--- src/rtl/ps2rx_pkg.sv ---
package ps2rx_pkg;

  // What the edge screen decides for one falling edge
  typedef enum logic [1:0] {
    EV_NONE  = 2'd0,
    EV_TAKE  = 2'd1,
    EV_ABORT = 2'd2
  } edge_ev_t;

  // Width of a counter that has n distinct states, never below one bit
  function automatic int unsigned width_of(input int unsigned n);
    return (n > 1) ? $clog2(n) : 1;
  endfunction

endpackage

--- src/rtl/ps2_sync.sv ---
module ps2_sync #(
  parameter int W      = 2,
  parameter int STAGES = 2
) (
  input  logic         clk,
  input  logic         rst_n,
  input  logic [W-1:0] din,
  output logic [W-1:0] dout
);

  logic [W-1:0] stage_q [STAGES];

  genvar g;
  generate
    for (g = 0; g < STAGES; g++) begin : g_stage
      if (g == 0) begin : g_first
        always_ff @(posedge clk or negedge rst_n)
          if (!rst_n) stage_q[g] <= '1;
          else        stage_q[g] <= din;
      end else begin : g_rest
        always_ff @(posedge clk or negedge rst_n)
          if (!rst_n) stage_q[g] <= '1;
          else        stage_q[g] <= stage_q[g-1];
      end
    end
  endgenerate

  assign dout = stage_q[STAGES-1];

endmodule

--- src/rtl/ps2_us_timer.sv ---
module ps2_us_timer
  import ps2rx_pkg::*;
#(
  parameter int CLKS_PER_US = 250,
  parameter int MIN_GAP_US  = 40,
  parameter int MAX_GAP_US  = 120,
  parameter int GAP_W       = 7,
  parameter int TX_W        = 6
) (
  input  logic             clk,
  input  logic             rst_n,
  input  logic             take,
  input  logic             tx_done,
  output logic [GAP_W-1:0] gap_us,
  output logic [TX_W-1:0]  tx_us
);

  localparam int               PRE_W    = width_of(CLKS_PER_US);
  localparam logic [PRE_W-1:0] PRE_LAST = PRE_W'(CLKS_PER_US - 1);
  localparam logic [GAP_W-1:0] GAP_SAT  = GAP_W'(MAX_GAP_US + 1);
  localparam logic [TX_W-1:0]  TX_SAT   = TX_W'(MIN_GAP_US);

  logic [PRE_W-1:0] pre_q;
  logic             us_tick;

  assign us_tick = (pre_q == PRE_LAST);

  always_ff @(posedge clk or negedge rst_n)
    if (!rst_n)       pre_q <= '0;
    else if (us_tick) pre_q <= '0;
    else              pre_q <= pre_q + 1'b1;

  // Microseconds since the last accepted edge, held at one past the limit
  always_ff @(posedge clk or negedge rst_n)
    if (!rst_n)                              gap_us <= GAP_SAT;
    else if (take)                           gap_us <= '0;
    else if (us_tick && gap_us != GAP_SAT)   gap_us <= gap_us + 1'b1;

  // Microseconds since the host finished sending, held at the minimum gap
  always_ff @(posedge clk or negedge rst_n)
    if (!rst_n)                              tx_us <= TX_SAT;
    else if (tx_done)                        tx_us <= '0;
    else if (us_tick && tx_us != TX_SAT)     tx_us <= tx_us + 1'b1;

endmodule

--- src/rtl/ps2_edge_gate.sv ---
module ps2_edge_gate
  import ps2rx_pkg::*;
#(
  parameter int MIN_GAP_US = 40,
  parameter int MAX_GAP_US = 120,
  parameter int GAP_W      = 7,
  parameter int TX_W       = 6
) (
  input  logic             clk,
  input  logic             rst_n,
  input  logic             clk_s,
  input  logic [GAP_W-1:0] gap_us,
  input  logic [TX_W-1:0]  tx_us,
  input  logic             frame_busy,
  output logic             fall_evt,
  output edge_ev_t         ev
);

  logic clk_prev_q;

  always_ff @(posedge clk or negedge rst_n)
    if (!rst_n) clk_prev_q <= 1'b1;
    else        clk_prev_q <= clk_s;

  assign fall_evt = clk_prev_q & ~clk_s;

  // Order of tests: host quiet time, mid-frame timeout, glitch, accept
  always_comb begin
    ev = EV_NONE;
    if (fall_evt) begin
      if (tx_us < TX_W'(MIN_GAP_US))                        ev = EV_NONE;
      else if (gap_us > GAP_W'(MAX_GAP_US) && frame_busy)   ev = EV_ABORT;
      else if (gap_us < GAP_W'(MIN_GAP_US))                 ev = EV_NONE;
      else                                                  ev = EV_TAKE;
    end
  end

endmodule

--- src/rtl/ps2_frame_shift.sv ---
module ps2_frame_shift
  import ps2rx_pkg::*;
#(
  parameter int DATA_BITS = 8,
  parameter int CNT_W     = 4
) (
  input  logic                 clk,
  input  logic                 rst_n,
  input  edge_ev_t             ev,
  input  logic                 din,
  output logic [DATA_BITS-1:0] rx_byte,
  output logic                 byte_valid,
  output logic                 resend_req,
  output logic [CNT_W-1:0]     bit_cnt
);

  localparam logic [CNT_W-1:0] LAST_DATA = CNT_W'(DATA_BITS);
  localparam logic [CNT_W-1:0] PAR_IDX   = CNT_W'(DATA_BITS + 1);
  localparam logic [CNT_W-1:0] STOP_IDX  = CNT_W'(DATA_BITS + 2);

  logic [DATA_BITS-1:0] sh_q;

  always_ff @(posedge clk or negedge rst_n) begin
    if (!rst_n) begin
      bit_cnt    <= '0;
      sh_q       <= '0;
      rx_byte    <= '0;
      byte_valid <= 1'b0;
      resend_req <= 1'b0;
    end else begin
      byte_valid <= 1'b0;
      resend_req <= 1'b0;
      if (ev == EV_ABORT) begin
        bit_cnt    <= '0;
        sh_q       <= '0;
        resend_req <= 1'b1;
      end else if (ev == EV_TAKE) begin
        if (bit_cnt == '0) begin
          if (din) begin
            resend_req <= 1'b1;
          end else begin
            bit_cnt <= bit_cnt + 1'b1;
          end
        end else if (bit_cnt <= LAST_DATA) begin
          sh_q    <= {din, sh_q[DATA_BITS-1:1]};
          bit_cnt <= bit_cnt + 1'b1;
        end else if (bit_cnt == PAR_IDX && (^{sh_q, din})) begin
          bit_cnt <= bit_cnt + 1'b1;
        end else if (bit_cnt == STOP_IDX && din) begin
          rx_byte    <= sh_q;
          byte_valid <= 1'b1;
          bit_cnt    <= '0;
          sh_q       <= '0;
        end else begin
          bit_cnt    <= '0;
          sh_q       <= '0;
          resend_req <= 1'b1;
        end
      end
    end
  end

endmodule

--- src/rtl/ps2_edge_rx.sv ---
module ps2_edge_rx
  import ps2rx_pkg::*;
#(
  parameter int CLKS_PER_US = 250,
  parameter int MIN_GAP_US  = 40,
  parameter int MAX_GAP_US  = 120,
  parameter int DATA_BITS   = 8,
  parameter int SYNC_STAGES = 2
) (
  input  logic                 clk,
  input  logic                 rst_n,
  input  logic                 ps2_clk_in,
  input  logic                 ps2_data_in,
  input  logic                 tx_done,
  output logic [DATA_BITS-1:0] rx_byte,
  output logic                 byte_valid,
  output logic                 resend_req
);

  localparam int GAP_W = width_of(MAX_GAP_US + 2);
  localparam int TX_W  = width_of(MIN_GAP_US + 1);
  localparam int CNT_W = width_of(DATA_BITS + 3);

  logic             clk_s, data_s;
  logic             fall_evt;
  edge_ev_t         ev;
  logic [GAP_W-1:0] gap_us;
  logic [TX_W-1:0]  tx_us;
  logic [CNT_W-1:0] bit_cnt;

  ps2_sync #(.W(2), .STAGES(SYNC_STAGES)) u_sync (
    .clk  (clk),
    .rst_n(rst_n),
    .din  ({ps2_data_in, ps2_clk_in}),
    .dout ({data_s, clk_s})
  );

  ps2_us_timer #(
    .CLKS_PER_US(CLKS_PER_US), .MIN_GAP_US(MIN_GAP_US),
    .MAX_GAP_US(MAX_GAP_US), .GAP_W(GAP_W), .TX_W(TX_W)
  ) u_timer (
    .clk    (clk),
    .rst_n  (rst_n),
    .take   (ev == EV_TAKE),
    .tx_done(tx_done),
    .gap_us (gap_us),
    .tx_us  (tx_us)
  );

  ps2_edge_gate #(
    .MIN_GAP_US(MIN_GAP_US), .MAX_GAP_US(MAX_GAP_US),
    .GAP_W(GAP_W), .TX_W(TX_W)
  ) u_gate (
    .clk       (clk),
    .rst_n     (rst_n),
    .clk_s     (clk_s),
    .gap_us    (gap_us),
    .tx_us     (tx_us),
    .frame_busy(bit_cnt != '0),
    .fall_evt  (fall_evt),
    .ev        (ev)
  );

  ps2_frame_shift #(.DATA_BITS(DATA_BITS), .CNT_W(CNT_W)) u_frame (
    .clk       (clk),
    .rst_n     (rst_n),
    .ev        (ev),
    .din       (data_s),
    .rx_byte   (rx_byte),
    .byte_valid(byte_valid),
    .resend_req(resend_req),
    .bit_cnt   (bit_cnt)
  );

endmodule

--- config.mk ---
export PLATFORM = sky130hd
export DESIGN_NAME = ps2_edge_rx
export DESIGN_NICKNAME = d
export VERILOG_FILES = /design/src/rtl/ps2rx_pkg.sv /design/src/rtl/ps2_sync.sv /design/src/rtl/ps2_us_timer.sv /design/src/rtl/ps2_edge_gate.sv /design/src/rtl/ps2_frame_shift.sv /design/src/rtl/ps2_edge_rx.sv
export SDC_FILE = /design/constraint.sdc
export NUM_CORES = 1
export LEC_CHECK = 0
export BUFFER_PORTS_ARGS = -buffer_cell sky130_fd_sc_hd__buf_2
export CAP_MARGIN = 0
export CORE_MARGIN = 4
export CORE_UTILIZATION = 41
export CTS_BUF_LIST = sky130_fd_sc_hd__clkbuf_8
export DETAILED_ROUTE_END_ITERATION = 10
export PLACE_DENSITY = 0.68
export SYNTH_ARGS = -nofsm -noshare
export SYNTH_HDL_FRONTEND = slang
export SYNTH_SLANG_ARGS = --single-unit
--- constraint.sdc ---
create_clock -name clk -period 6.7 [get_ports clk]
set_input_delay 0.335 -clock clk [delete_from_list [all_inputs] [get_ports clk]]
set_output_delay 0.335 -clock clk [all_outputs]
set_load 0.01 [all_outputs]
==> results.toml <==
[status]
outcome = "completed"

[cells_and_area]
design_area_um2 = 2680
fin_nets = 250
syn_to_final_growth_pct = 11.1
final_cells = 305
layout_common_cells = "dfrtp_1, nor2_1, buf_2"
n_antenna_cell = 0
drive_above_1_share = 0.202
final_common_cell = "dfrtp_1"
fillerInstances = 541
utilization = 0.478

[clocking]
hold_buffers = 0
clkLatencyLatePin_ns = 0.29
htree_levels = 2
cts.clk_slew.worst_paths_ns = 0.09
cts-root-buf = "clkbuf_8"
cts_sinks = 48
cts_made_buffers = 5
post_cts_buffers = 0
cts.path.max_buffers = 2
cts_resized = 0
cts_tree = "built"

[yosys]
synth_area_um2 = 2410
synth_top_family_by_area = "simple AND/OR/NAND/NOR gates"
syn_nets = 232
synth_ff_type = "dfrtp_1"
yosys.area_share.simple = 0.154
async_flop_share = 1.00
synth.avg_cell_area_um2 = 11.3
synthXorXnorAreaFrac = 0.109
ys_warn_count = 0
syn_inst = 214
synth_cell_types = 39
synth_fa_ha_area_frac = 0.0674
synth.yosys.seq_area_share = 0.504
synth_mux_area_frac = 0.0477
ys_ff_latch = 48
synth-compound-area-share = 0.0908
synth_edf_count = 0

[floorplan]
num_io_pins = 15
start_util = 0.430
die_w_um = 84.7
die_y_um = 84.7
fp.coreArea_um2 = 5610
dieArea_um2 = 7170
fp-row-count = 27

[detailed_routing]
dr.first_iter.drc_count = 72
routed_via_density = 5.07
vias = 1546
route.detailed.drc = 0
wl_um = 3830
detail_route.wl_per_cell_um = 12.6
firstDrtPassIters = 4
antenna_left = 0

[worst_setup_path]
endpoint_kind = "flop"
crit_fanout = 8
crit_type = "flop to flop"
cp.arrival_ns = 3.61
crit_required_ns = 6.93
r2r_setup_slack_ns = 3.32
worst_setup_path_start_kind = "flop"

[power_and_ir_drop]
peakVddDrop_mv = 0.111
powerDensity_nw_per_um2 = 192
power_mw = 0.515
p_leak_nw = 1.22

[timing]
slew_viol_final = 0
skew_ns = 0.00560
rsz0062_at_grt = "no"
hold_ws_ns = 0.134
layout_min_cycle_time_ns = 3.38
hold_viol_final = 0
finalCritPeriodShare = 0.504
relSlewSlack = 0.177
worstMarginPinSlew_ns = 1.22
setup_viol = 0
tns_ns = 0
setup_ws_ns = 3.32
fmax_ghz = 0.296

[place]
io_buffers = 14
dp_hpwl_um = 2660
place_ws_ns = 3.39
dpl_cell_area_um2 = 2560
gp_congestion = 0.829
dp_cells = 297

[global_route]
grt_pass1_wl_um = 6870
grtUsageTotal = 0.117
grt-ovfl-total = 0
grt_pass1_vias = 1479
antenna_found_initial = 0
grt_max_degree = 49

[hold_path]
hold_class = "primary input to flop"

[flow_run]
maxCapViolCount = 0
[layout make-up]
class | instances | area, µm² | share of cell area
clock buffer | 6 | 82.6 | 0.0308
clock inverter | 2 | 33.8 | 0.0126
inverter | 13 | 48.8 | 0.0182
multi-input combinational | 149 | 1130 | 0.422
sequential | 48 | 1220 | 0.454
tap | 72 | 90.1 | 0.0336
timing repair buffer | 15 | 77.6 | 0.0289
[sequential cells by signal, indices dropped and copies added (netlist names)]
register            flops
u_frame.bit_cnt         4
u_frame.byte_valid      1
u_frame.resend_req      1
u_frame.rx_byte         8
u_frame.sh_q            8
u_gate.clk_prev_q       1
u_sync.dout             2
u_sync.stage_q          2
u_timer.gap_us          7
u_timer.pre_q           8
u_timer.tx_us           6
[Yosys cell counts, types with 2 or more instances]
master / number / area, µm²
dfrtp_1: 36 / 901
nor2_1: 29 / 109
ha_1: 13 / 163
inv_1: 13 / 48.8
xor2_1: 13 / 114
dfstp_2: 12 / 315
nand2_1: 12 / 45.0
a22o_1: 9 / 78.8
xnor2_1: 9 / 78.8
mux2_2: 8 / 90.1
nand4_1: 7 / 43.8
o21ai_0: 7 / 35.0
nor3_1: 5 / 25.0
a21oi_1: 4 / 20.0
and3_1: 3 / 18.8
clkbuf_1: 3 / 11.3
nand3_1: 3 / 15.0
a31oi_1: 2 / 12.5
nand3b_1: 2 / 15.0
nor2b_1: 2 / 12.5
nor3b_1: 2 / 15.0
nor4_1: 2 / 12.5
o211ai_1: 2 / 15.0
[path summary, 6_finish.rpt]
check / to / start / cells past startpoint
worst max-delay path: u_frame.sh_q[7] / u_frame.bit_cnt[0] / 9
worst min-delay path: u_sync.stage_q[2] / ps2_clk_in / 1
worst max register to register: u_frame.sh_q[7] / u_frame.bit_cnt[0] / 9
worst min register to register: u_sync.dout[0] / u_sync.stage_q[2] / 0
max in group asynchronous: u_frame.bit_cnt[0] / rst_n / 1
min in group asynchronous: u_timer.tx_us[2] / rst_n / 1
[cell families (layout without fill, tap and decap cells)]
| logic type | Yosys count | count (layout) |
|---|---|---|
| compound gates | 28 | 28 |
| xor+xnor | 25 | 25 |
| fa+ha+maj | 13 | 13 |
| buf+inv | 17 | 36 |
| flops | 48 | 48 |
| mux | 10 | 10 |
| simple gates | 73 | 73 |
[report_power, final]
part	switching, mW	internal, mW	leakage (nW)
Sequential	0.000974	0.292	0.613
Clock	0.0923	0.120	0.0588
Combinational	0.00673	0.00208	0.548
Total	0.100	0.415	1.22
[routing by layer]
layer	vias up	routed length [µm]	global-route usage	share of wire
li1	777	-	-	-
met1	742	1930	0.162	0.50
met2	21	1710	0.178	0.45
met3	6	119	0.0275	0.031
met4	0	66	0.0432	0.017
met5	-	0	0	0
[critical path, stage by stage (launching register included)]
cell and delay (ns):
dfrtp_1 0.43, inv_1 0.11, ha_1 0.24, nor3b_1 0.52
nor3b_1 0.13, nor2_1 0.18, inv_1 0.06, ha_1 0.30
nor4_1 1.06, a22o_1 0.29
Note: power is estimated with default switching activity, not from simulation.
